## config.mk

```make
export PLATFORM = sky130hd
export DESIGN_NAME = vtlb_matcher
export DESIGN_NICKNAME = d
export VERILOG_FILES = /design/src/rtl/vtlb_pkg.sv /design/src/rtl/vtlb_ctrl.sv /design/src/rtl/vtlb_datapath.sv /design/src/rtl/vtlb_matcher.sv
export SDC_FILE = /design/constraint.sdc
export NUM_CORES = 1
export LEC_CHECK = 0
export ABC_AREA = 1
export BUFFER_PORTS_ARGS = -buffer_cell sky130_fd_sc_hd__buf_4
export CORE_MARGIN = 2
export CORE_UTILIZATION = 45
export CTS_CLUSTER_DIAMETER = 30
export CTS_CLUSTER_SIZE = 25
export DETAILED_ROUTE_END_ITERATION = 7
export HOLD_SLACK_MARGIN = 0.12
export PLACE_DENSITY = 0.67
export SETUP_SLACK_MARGIN = 0.15
export SYNTH_ARGS = -nofsm -noshare
export SYNTH_HDL_FRONTEND = slang
export SYNTH_SLANG_ARGS = --single-unit
```

## constraint.sdc

```tcl
create_clock -name clk -period 4.1 [get_ports clk]
set_clock_uncertainty 0.2 [all_clocks]
set_input_delay 0 -clock clk [delete_from_list [all_inputs] [get_ports clk]]
set_output_delay 0 -clock clk [all_outputs]
set_load 0.01 [all_outputs]
```

## src/rtl/vtlb_pkg.sv

```systemverilog
package vtlb_pkg;
  localparam int EA_W     = 32;
  localparam int PID_W    = 8;
  localparam int PAGE_LSB = 10;
  localparam int EPN_W    = EA_W - PAGE_LSB;
  localparam int SIZE_W   = 3;

  typedef enum logic [1:0] {
    KIND_FETCH  = 2'd0,
    KIND_DATA   = 2'd1,
    KIND_SEARCH = 2'd2,
    KIND_RSVD   = 2'd3
  } access_kind_e;

  typedef struct packed {
    logic              valid;
    logic              space;
    logic [PID_W-1:0]  tid;
    logic [SIZE_W-1:0] size;
    logic [EPN_W-1:0]  epn;
  } tlb_entry_t;

  // strobes from control to datapath
  typedef struct packed {
    logic             lookup;
    logic             write;
    logic             space;
    logic [PID_W-1:0] pid;
    logic [EA_W-1:0]  ea;
  } ctrl_strobe_t;

  // bits of the page number left in the compare for a size code
  function automatic logic [EPN_W-1:0] sizeMask(input logic [SIZE_W-1:0] code);
    int sh;
    case (code)
      3'd0: sh = 0;
      3'd1: sh = 2;
      3'd2: sh = 4;
      3'd3: sh = 6;
      3'd4: sh = 8;
      3'd5: sh = 10;
      3'd6: sh = 14;
      default: sh = 18;
    endcase
    return ~((EPN_W'(1) << sh) - EPN_W'(1));
  endfunction
endpackage

```

## src/rtl/vtlb_ctrl.sv

```systemverilog
module vtlb_ctrl
  import vtlb_pkg::*;
(
  input  logic             reqValid,
  input  logic [1:0]       reqKind,
  input  logic [EA_W-1:0]  effAddr,
  input  logic             instSpace,
  input  logic             dataSpace,
  input  logic [PID_W-1:0] procId,
  input  logic [PID_W-1:0] srchPid,
  input  logic             srchSpace,
  input  logic             wrEn,
  output ctrl_strobe_t     strobes
);
  access_kind_e kind;
  assign kind = access_kind_e'(reqKind);

  always_comb begin
    strobes.lookup = reqValid;
    strobes.write  = wrEn;
    strobes.ea     = effAddr;
    unique case (kind)
      KIND_FETCH: begin
        strobes.space = instSpace;
        strobes.pid   = procId;
      end
      KIND_SEARCH: begin
        strobes.space = srchSpace;
        strobes.pid   = srchPid;
      end
      default: begin
        strobes.space = dataSpace;
        strobes.pid   = procId;
      end
    endcase
  end
endmodule

```

## src/rtl/vtlb_datapath.sv

```systemverilog
module vtlb_datapath
  import vtlb_pkg::*;
#(
  parameter int NUM_ENTRIES = 8,
  localparam int IDX_W = $clog2(NUM_ENTRIES)
) (
  input  logic             clk,
  input  logic             rstN,
  input  ctrl_strobe_t     strobes,
  input  logic [IDX_W-1:0] wrIdx,
  input  tlb_entry_t       wrEntry,
  output logic             hit,
  output logic [IDX_W-1:0] hitIdx,
  output logic             multiHit,
  output logic             rspValid
);
  tlb_entry_t             ents [NUM_ENTRIES];
  logic [NUM_ENTRIES-1:0] matchVec;
  logic [IDX_W-1:0]       firstIdx;
  logic [EPN_W-1:0]       reqEpn;

  assign reqEpn = strobes.ea[EA_W-1:PAGE_LSB];

  always_ff @(posedge clk) begin
    if (!rstN) begin
      for (int i = 0; i < NUM_ENTRIES; i++) ents[i] <= '0;
    end else if (strobes.write) begin
      ents[wrIdx] <= wrEntry;
    end
  end

  for (genvar i = 0; i < NUM_ENTRIES; i++) begin : g_cmp
    logic [EPN_W-1:0] pageMask;
    logic epnOk, tidOk, spaceOk;
    assign pageMask = sizeMask(ents[i].size);
    assign epnOk    = ((ents[i].epn ^ reqEpn) & pageMask) == '0;
    assign tidOk    = (ents[i].tid == '0) || (ents[i].tid == strobes.pid);
    assign spaceOk  = ents[i].space == strobes.space;
    assign matchVec[i] = ents[i].valid && epnOk && tidOk && spaceOk;
  end

  always_comb begin
    firstIdx = '0;
    for (int i = NUM_ENTRIES - 1; i >= 0; i--)
      if (matchVec[i]) firstIdx = IDX_W'(i);
  end

  always_ff @(posedge clk) begin
    if (!rstN) begin
      rspValid <= 1'b0;
      hit      <= 1'b0;
      hitIdx   <= '0;
      multiHit <= 1'b0;
    end else begin
      rspValid <= strobes.lookup;
      hit      <= strobes.lookup && (|matchVec);
      hitIdx   <= strobes.lookup ? firstIdx : '0;
      multiHit <= strobes.lookup && ($countones(matchVec) > 1);
    end
  end

  p_resp_follows_req_r2: assert property (@(posedge clk) disable iff (!rstN)
    strobes.lookup |=> rspValid);
  p_idle_quiet_r2: assert property (@(posedge clk) disable iff (!rstN)
    !rspValid |-> (!hit && !multiHit && hitIdx == '0));
  p_multi_implies_hit_r9: assert property (@(posedge clk) disable iff (!rstN)
    multiHit |-> hit);
  p_miss_idx_zero_r8: assert property (@(posedge clk) disable iff (!rstN)
    !hit |-> hitIdx == '0);
  p_write_lands_r10: assert property (@(posedge clk) disable iff (!rstN)
    strobes.write |=> ents[$past(wrIdx)] == $past(wrEntry));
endmodule

```

## src/rtl/vtlb_matcher.sv

```systemverilog
module vtlb_matcher
  import vtlb_pkg::*;
#(
  parameter int NUM_ENTRIES = 8,
  localparam int IDX_W = $clog2(NUM_ENTRIES)
) (
  input  logic                 clk,
  input  logic                 rstN,
  input  logic                 reqValid,
  input  logic [1:0]           reqKind,
  input  logic [EA_W-1:0]      effAddr,
  input  logic                 instSpace,
  input  logic                 dataSpace,
  input  logic [PID_W-1:0]     procId,
  input  logic [PID_W-1:0]     srchPid,
  input  logic                 srchSpace,
  input  logic                 wrEn,
  input  logic [IDX_W-1:0]     wrIdx,
  input  logic                 wrValid,
  input  logic [EPN_W-1:0]     wrEpn,
  input  logic                 wrSpace,
  input  logic [PID_W-1:0]     wrTid,
  input  logic [SIZE_W-1:0]    wrSize,
  output logic                 hit,
  output logic [IDX_W-1:0]     hitIdx,
  output logic                 multiHit,
  output logic                 rspValid
);
  ctrl_strobe_t strobes;
  tlb_entry_t   wrEntry;

  assign wrEntry = '{valid: wrValid, space: wrSpace, tid: wrTid,
                     size: wrSize, epn: wrEpn};

  vtlb_ctrl u_ctrl (
    .reqValid(reqValid), .reqKind(reqKind), .effAddr(effAddr),
    .instSpace(instSpace), .dataSpace(dataSpace), .procId(procId),
    .srchPid(srchPid), .srchSpace(srchSpace), .wrEn(wrEn),
    .strobes(strobes)
  );

  vtlb_datapath #(.NUM_ENTRIES(NUM_ENTRIES)) u_dp (
    .clk(clk), .rstN(rstN), .strobes(strobes), .wrIdx(wrIdx),
    .wrEntry(wrEntry), .hit(hit), .hitIdx(hitIdx),
    .multiHit(multiHit), .rspValid(rspValid)
  );
endmodule

```

# --- After elaboration in Yosys (flattened, before gate mapping) ---
# Memory sizes are Yosys's and may differ from the RTL's.
# Index checks and enable logic that the tools add are counted.
op_classes:
  n_addsub: 15
  n_mul: 0
  div_mod_pow: 0
  order_cmp: 1
  n_eq_ne: 65
  shift: 8
  mux: 23
  n_bitwise: 26
  n_reduce_logical: 64
ops:
  columns: ["cell", "count"]
  rows:
  - ["5-bit one-hot mux with 7 select lines", 8]
  - ["22-bit bitwise AND", 8]
  - ["22-bit zero test", 8]
  - ["22-bit NOT", 8]
  - ["1-bit by 5-bit << shifter with 22-bit output (first input constant)", 8]
  - ["22-bit by 2-bit subtractor with 22-bit output (second input constant)", 8]
  - ["22-bit bitwise XOR", 8]
  - ["32-bit adder", 3]
  - ["3-bit == test (second input constant)", 24]
  - ["8-bit == test", 8]
  - ["8-bit zero test", 8]
  - ["3-bit by 2-bit == test with 1-bit output (second input constant)", 16]
  - ["35-bit 2-to-1 mux", 1]
  - ["35-bit OR reduction", 1]
  - ["32-bit by 2-bit greater-than comparator with 1-bit output (second input constant)", 1]
  - ["1-bit logical AND", 26]
  - ["3-bit by 1-bit == test with 1-bit output (second input constant)", 8]
  - ["3-bit zero test", 8]
  - ["9-bit one-hot mux with 2 select lines", 1]
  - ["3-bit 2-to-1 mux", 5]
  - ["1-bit by 1-bit adder with 2-bit output", 4]
  - ["1-bit == test", 8]
  - ["1-bit logical OR", 8]
  - ["8-bit OR reduction", 1]
  - ["other kinds (8)", 15]
totals:
  ff_bits: 6
  latch_bits: 0
  mem_bits_rw: 280
  romBits: 0
  out_inout_bits: 6
  wordCells: 209
  mem_count: 1
mem_list:
  columns: ["memory", "words", "width", "rd", "rd_clocked_by_memory_dff", "wr", "line", "rtl"]
  rows:
  - ["u_dp.ents", 8, 35, 8, 0, 8, "vtlb_datapath.sv:17", "tlb_entry_t ents [NUM_ENTRIES];"]

# --- Longest topological paths before layout ---
# Gate-level depths: netlist of run 1.
# An unclocked memory read counts as a cell.
logic_depth:
  word_depth: 18
  ltp_mapped: 25
  depth_no_buf: 24

# --- Modules after synthesis ---
# A second synthesis of run 1 with hierarchy kept.
hier_totals:
  cells_unflattened: 1639
  area_unflattened_um2: 15383.5
by_module_without_submodules:
  columns: ["module", "n_inst", "cells_each", "area_per_inst_um2"]
  rows:
  - ["vtlb_datapath", 1, 1572, 14991.9]
  - ["vtlb_ctrl", 1, 67, 391.6]

# --- Worst setup path after synthesis of run 1 ---
# OpenSTA, ideal clock, no wires.
synth_timing:
  path_type: "register -> register"
  from: "mem u_dp.ents[4][24] (netlist name)"
  to: "reg u_dp.multiHit"
  t_arrival_ns: 3.699
  slack_ns: 0.092
  path_stages_with_launch: 22
  n_path_buf: 1
  period_less_slack_ns: 4.008
  path_cell_list: "edfxtp_1 -> clkbuf_1 -> nor3_1 -> inv_1 -> ha_1 -> inv_1 -> nand3_1 -> and3_1 -> nor3_1 -> nand4_1 -> inv_1 -> ha_1 -> inv_1 -> fa_1 -> inv_1 -> fa_1 -> ha_1 -> inv_1 -> fa_1 -> nand3b_1 -> nand2_1 -> inv_1"
synth_rtl:
  columns: ["element", "line", "rtl"]
  rows:
  - ["from (decl)", "vtlb_datapath.sv:17", null]
  - ["to (signal assigned)", "vtlb_datapath.sv:58", "multiHit <= strobes.lookup && ($countones(matchVec) > 1);"]
  - ["to (decl)", "vtlb_datapath.sv:14", "output logic multiHit,"]

==> results.json, run 1 <==
{
  "fp.coreArea_um2": 34500,
  "drv_slew": 0,
  "clockBufferDepth": 3,
  "drc": 0,
  "first_pass_iters": 6,
  "max_stage_delay_ps": 530,
  "tightest_slew_ps": 992,
  "yosysTopAreaCell": "edfxtp_1",
  "grt_pass1_vias": 13200,
  "critPathMaxFanout": 3,
  "dieArea_um2": 36400,
  "syn_nets": 1829,
  "yosysWarnings": 0,
  "crit_path_end_kind": "flop",
  "grt_first_pass_wirelength_mm": 71.8,
  "tns_ps": -271,
  "synth.distinct_cells": 51,
  "drt-total-wl_mm": 47.8,
  "rows": 68,
  "drive_gt1_share_pct": 19.4,
  "period_share_pct": 107,
  "synth_edf_count": 280,
  "post_drt_wl_per_cell_um": 19.1,
  "status": "finished, violations left",
  "vias": 13300,
  "die_w_um": 191,
  "required_ps": 4340,
  "via_per_inst": 5.34,
  "arrival_ps": 4610,
  "antenna_found_initial": 0,
  "tritoncts": "done",
  "rsz0062_at_grt": "yes",
  "max_clock_freq_mhz": 229,
  "fin_cells": 2498,
  "yosys-top-cells-area": "edfxtp_1 (54%), nor2_1 (9.2%), nand2_1 (7.0%), xor2_1 (5.9%), inv_1 (4.3%)",
  "insertion_delay_ps": 560,
  "synth_seq_cells": 286,
  "finalCriticalPeriod_ps": 4370,
  "postLayoutSetupSlackWorst_ps": -271,
  "grt_max_degree": 37,
  "io_buffers": 90,
  "cp_common_cell": "buf_4",
  "slew-limit-headroom_pct": 33.7,
  "setup_violations": 1,
  "layout_commonest_cell": "nor2_1",
  "pwr_density_cell_nw_per_um2": 494,
  "cap_violations": 0,
  "avgSynthCellArea_um2": 9.17,
  "clkSlewWorstSetupHoldPaths_ps": 50,
  "place_congestion": 1.00,
  "crit_type": "reg2reg",
  "dp.cells": 2311,
  "startpoint_type": "flop",
  "nNetsFinal": 2107,
  "ioPinCount": 101,
  "critPathSlowestCell": "fa_1",
  "grt_use_total_pct": 26.6,
  "die_h_um": 191,
  "async_flop_share_pct": 0,
  "finalCoreUtilization_pct": 59.9,
  "cts_sinks": 286,
  "syn_inst": 1710,
  "synth_seq_area_share_pct": 54.4,
  "violations": "negative setup slack",
  "hold_ws_ps": 151,
  "syn2layout_area_growth_pct": 31.5,
  "ant_nets": 0,
  "path_cells": "nor2_2 -> buf_4 -> buf_4 -> buf_4 -> buf_4 -> nand2_1 -> o21ai_0 -> o2111a_1 -> nand3_2 -> nor2_4 -> ha_2 -> inv_2 -> fa_1 -> inv_1 -> fa_1 -> ha_2 -> inv_1 -> fa_1 -> nand3b_1 -> nand2_1 -> inv_1",
  "root_buffer": "clkbuf_16",
  "drt_iter0_drc": 1136,
  "syn-cell-area_um2": 15700,
  "ys.flop_type": "edfxtp_1",
  "start_util_pct": 45.5,
  "gr-total-overflow": 0,
  "yosysTopAreaCellShare_pct": 53.6,
  "htreeDepth": 3,
  "dp_hpwl_mm": 33.4,
  "finalHoldViolCount": 0,
  "cts_buffers": 67,
  "p_leak_nw": 8.90,
  "pre_cts_slack_ps": -235,
  "final_cell_mix": "nor2_1 (378), nand2_1 (287), edfxtp_1 (280), buf_4 (213), inv_1 (177)",
  "peakVddDrop_uv": 280,
  "hold_path.class": "in2reg",
  "num_antenna_cells": 0
}
-- what timing repair did --
item | in CTS | in global routing
resized for setup | 29 | 6
setup endpoints to repair | 1 | 1
hold buffers | 48 | 0
setup buffers | 14 | 1
pin swaps | 25 | 8
hold endpoints to repair | 344 | 0
-- logic make-up (layout without fill, tap and decap cells) --
| group | Yosys count | in the layout | share of synthesized area, % |
|---|---|---|---|
| simple gates | 872 | 872 | 23.5 |
| flops | 286 | 286 | 54.4 |
| buf+inv | 236 | 569 | 5.91 |
| xor+xnor | 169 | 169 | 9.49 |
| compound gates | 123 | 123 | 4.65 |
| fa+ha+maj | 24 | 24 | 2.11 |
-- through the flow --
step                cell area, um^2  power (mW)
floorplan                     15700        4.14
global placement              17600        4.56
detailed placement            17600        4.58
CTS                           20600        10.2
global route                  20600        10.5
finish                        20600        10.2
-- where the power goes --
part	internal, mW	switching (mW)
Sequential	3.41	0.0989
Combinational	0.433	0.679
Clock	3.86	1.70
Total	7.70	2.48
-- flip-flops by register name (all words and copies together) (netlist names) --
name / count
u_dp.ents: 280
u_dp.hitIdx: 3
u_dp.hit: 1
u_dp.multiHit: 1
u_dp.rspValid: 1
-- worst max-delay path, delay by kind of cell, from the launching register on --
family | cells | cell delay, ps
buffers and inverters | 8 | 600
and+or+nand+nor | 6 | 760
DFF | 1 | 470
adders and majority gates | 5 | 1850
AOI/OAI and AO/OA | 2 | 390
-- per-layer routing --
layer,share of wire [%],track usage [%],wire length (um),vias up
li1,-,-,-,6212
met1,40,33.6,19000,6308
met2,46,42.7,22000,660
met3,9.4,6.05,4500,164
met4,4.7,13.6,2260,0
met5,0,0,0,-
-- synth_stat cells (2+ instances only) --
cell type and instances:
edfxtp_1 280, clkbuf_1 30, nand3b_1 5, nand2_4 3, nor4_1 19, inv_2 2, buf_2 21, dfxtp_1 6
nand2_2 8, nand4_1 32, fa_1 4, nand3_1 67, or2_1 2, a221oi_1 3, o211a_1 2, a21boi_0 2
nor3b_1 4, nand2_1 294, a31oi_1 2, xnor2_1 63, o22ai_1 2, inv_1 181, nor3_1 25, ha_1 20
a211oi_1 2, o211ai_1 7, o2111ai_1 4, a21oi_1 25, or2_0 3, o21ai_0 60, buf_6 2, xor2_1 105
nor2_1 385, a22oi_1 3, or2_2 21
-- final cells by class --
type                    instances  area (um^2)
repair buffers                262         2100
fillers                      2850        13800
well taps                     455          569
inverters                     183          687
clock inverters                46          616
flip-flops and latches        286         8530
multi-input cells            1188         6360
clock buffers                  78         1770
-- final timing paths --
kind                      endpoint              from  slack [ps]  cells after the start
hold reg to reg     u_dp.hitIdx[0]  u_dp.ents[0][27]         650                      6
setup / recovery     u_dp.multiHit  u_dp.ents[6][22]        -270                     21
setup reg to reg     u_dp.multiHit  u_dp.ents[6][22]        -270                     21
hold / removal    u_dp.ents[3][33]              wrEn         150                      6
Power figures use the tool's default switching activity.
==> run 2, diff against run 1 <==
--- a/config.mk
+++ b/config.mk
@@ -5,13 +5,13 @@
 export SDC_FILE = /design/constraint.sdc
 export NUM_CORES = 1
 export LEC_CHECK = 0
-export ABC_AREA = 1
 export BUFFER_PORTS_ARGS = -buffer_cell sky130_fd_sc_hd__buf_4
 export CORE_MARGIN = 2
 export CORE_UTILIZATION = 45
 export CTS_CLUSTER_DIAMETER = 30
 export CTS_CLUSTER_SIZE = 25
 export DETAILED_ROUTE_END_ITERATION = 7
+export GPL_TIMING_DRIVEN = 0
 export HOLD_SLACK_MARGIN = 0.12
 export PLACE_DENSITY = 0.67
 export SETUP_SLACK_MARGIN = 0.15
==> run 2 against run 1 <==
The run still ends with negative setup slack left. Count of clock-buffer cells in the layout up 11. Sequential share of layout area up 0.54 points. Global-route usage up 0.093 points. Worst setup slack worse by 340 ps. Sequential cell count unchanged. Routed wire length up 1.0%. Clock power down 2%. Power down 2.4%. Sequential power about the same.
==> results.json, run 2 <==
{
  "io_buffers": 63,
  "p_leak_nw": 7.43,
  "fp.coreArea_um2": 34600,
  "peakVddDrop_uv": 285,
  "fillers": 2711,
  "yosys-top-cells-count": "and2_1 (280), edfxtp_1 (280), xnor2_1 (113), xor2_1 (113), clkbuf_1 (63)",
  "multi_input_area_um2": 7030,
  "grt_use_total_pct": 26.7,
  "yosys-top-cells-area": "edfxtp_1 (53%), and2_1 (11%), xnor2_1 (6.2%), xor2_1 (6.2%), o21ai_0 (1.8%)",
  "yosysTopAreaCellShare_pct": 53.1,
  "rows": 68,
  "place_congestion": 0.922,
  "htreeDepth": 3,
  "max_clock_freq_mhz": 212,
  "dieArea_um2": 36700,
  "yosysWarnings": 0,
  "syn-cell-area_um2": 15800,
  "drt-total-wl_mm": 48.3,
  "synth_edf_count": 280,
  "top_regs": "u_dp.ents x280, u_dp.hitIdx x3",
  "root_buffer": "clkbuf_16",
  "grt_first_pass_wirelength_mm": 71.1,
  "nNetsFinal": 1718,
  "crit_path_end_kind": "flop",
  "top_register": "u_dp.ents",
  "ant_nets": 0,
  "die_w_um": 192,
  "cts_sinks": 286,
  "post_drt_wl_per_cell_um": 22.9,
  "cap_violations": 0,
  "hold_path.class": "in2reg",
  "antenna_found_initial": 3,
  "synth.distinct_cells": 76,
  "setup_violations": 1,
  "async_flop_share_pct": 0,
  "drive_gt1_share_pct": 15.5,
  "ys.flop_type": "edfxtp_1",
  "finalHoldViolCount": 0,
  "finalCoreUtilization_pct": 58.8,
  "grt_max_degree": 36,
  "ff2ff_setup_slack_ps": -610,
  "finalCriticalPeriod_ps": 4710,
  "largest_register_ffs": 280,
  "arrival_ps": 4960,
  "dp_hpwl_mm": 32.1,
  "r2r_start": "u_dp.ents[2][23]",
  "pre_cts_slack_ps": -1110,
  "pwr_density_cell_nw_per_um2": 488,
  "insertion_delay_ps": 580,
  "slew-limit-headroom_pct": 20.4,
  "syn_nets": 1502,
  "drt_iter0_drc": 1195,
  "startpoint_type": "flop",
  "avgSynthCellArea_um2": 11.5,
  "tritoncts": "done",
  "drv_slew": 0,
  "reg2reg_depth": 18,
  "start_util_pct": 45.7,
  "violations": "negative setup slack",
  "vias": 11900,
  "required_ps": 4350,
  "rsz0062_at_grt": "yes",
  "synth_seq_area_share_pct": 53.8,
  "status": "finished, violations left",
  "cts_buffers": 71,
  "crit_type": "reg2reg",
  "die_h_um": 192,
  "drc": 0,
  "final_cell_mix": "and2_1 (280), edfxtp_1 (280), xnor2_1 (113), xor2_1 (113), buf_4 (78)",
  "synth_seq_cells": 286,
  "seq_area_um2": 8530,
  "clockBufferDepth": 3,
  "crit_start": "u_dp.ents[2][23]",
  "first_pass_iters": 6,
  "gr-total-overflow": 0,
  "syn_inst": 1383,
  "via_per_inst": 5.63,
  "period_share_pct": 115,
  "ioPinCount": 101,
  "clkSlewWorstSetupHoldPaths_ps": 50,
  "critPathMaxFanout": 7,
  "grt_pass1_vias": 11800,
  "tightest_slew_ps": 1180,
  "postLayoutSetupSlackWorst_ps": -610,
  "hp-start": "wrEpn[15]",
  "yosysTopAreaCell": "edfxtp_1",
  "syn2layout_area_growth_pct": 28.6,
  "whs_path_depth": 3
}
## run 2: changes by cell type after synthesis, moves of 20 or more
cell and delta:
buf_2 -20, nand4_1 -20, or2_2 -21, clkbuf_1 +33, xnor2_1 +50, inv_1 -126
nor2_1 -347, nand3_1 -48, and2_1 +280, nand2_1 -239
## run 2: where the power goes
group          leakage, nW  internal (mW)  switching [mW]  total, mW
sequential            2.73           3.41           0.108       3.51
combinational         3.57          0.399           0.587      0.986
clock                 1.13           3.68            1.77       5.44
total                 7.43           7.48            2.46       9.94
## run 2: logic make-up after synthesis
family	after synthesis	share of synthesized area [%]
simple gates	506	18.6
flops	286	53.8
xor+xnor	226	12.5
compound gates	202	8.61
buf+inv	126	3.23
fa+ha+maj	25	2.15
mux	12	1.07
## run 2: per-layer routing
metal  part of all wire, %  up-vias  GRT usage [%]
met5                     0        -              0
li1                      -     5376              -
met2                    46      548           42.2
met1                    42     5852           35.7
met3                   8.0      124           5.34
met4                   3.8        0           11.5
## run 2: timing repair
item,in CTS,in global routing
endpoints found under the hold margin,363,0
resized for setup,41,4
buffers inserted,14,0
pin swaps,10,4
hold buffers,59,0
endpoints found under the setup margin,1,1
## run 2: final cells by class
| cell class | count | share of cell area, % |
|---|---|---|
| Tap cell | 455 | 2.80 |
| Multi-Input combinational cell | 971 | 34.5 |
| Inverter | 56 | 1.04 |
| Clock inverter | 39 | 2.10 |
| Timing Repair Buffer | 143 | 6.50 |
| Buffer | 70 | 1.73 |
| Antenna cell | 4 | 0.0492 |
| Clock buffer | 89 | 9.37 |
| Sequential cell | 286 | 41.9 |
## run 2: stage by stage
step / area, um^2 / hold slack (ps) / cells / setup TNS, ps / power (mW)
floorplan: 15900 / -1.85 / 1383 / -258 / 4.09
global placement: 16900 / 152 / 1901 / -231330 / 4.41
detailed placement: 17200 / 158 / 1908 / -1110 / 4.44
CTS: 20300 / 124 / 2109 / -533 / 9.94
global route: 20400 / 147 / 2109 / -725 / 10.2
finish: 20400 / 134 / 2113 / -610 / 9.94
## run 2: worst paths after layout
| path | to |
|---|---|
| max | u_dp.multiHit |
| min | u_dp.ents[7][15] |
| max reg2reg | u_dp.multiHit |
| min reg2reg | u_dp.hitIdx[0] |
## run 2: critical path, cell delays in order (launching register included)
cell	delay, ps
edfxtp_1	450
nor2_2	100
nand2_2	100
ha_4	170
o21ai_0	80
o21ai_1	190
nand4_1	210
or4_1	560
or4_4	480
clkinv_2	80
ha_1	130
inv_1	50
fa_1	480
inv_1	50
fa_1	480
ha_2	160
inv_1	50
fa_1	480
a31oi_1	80
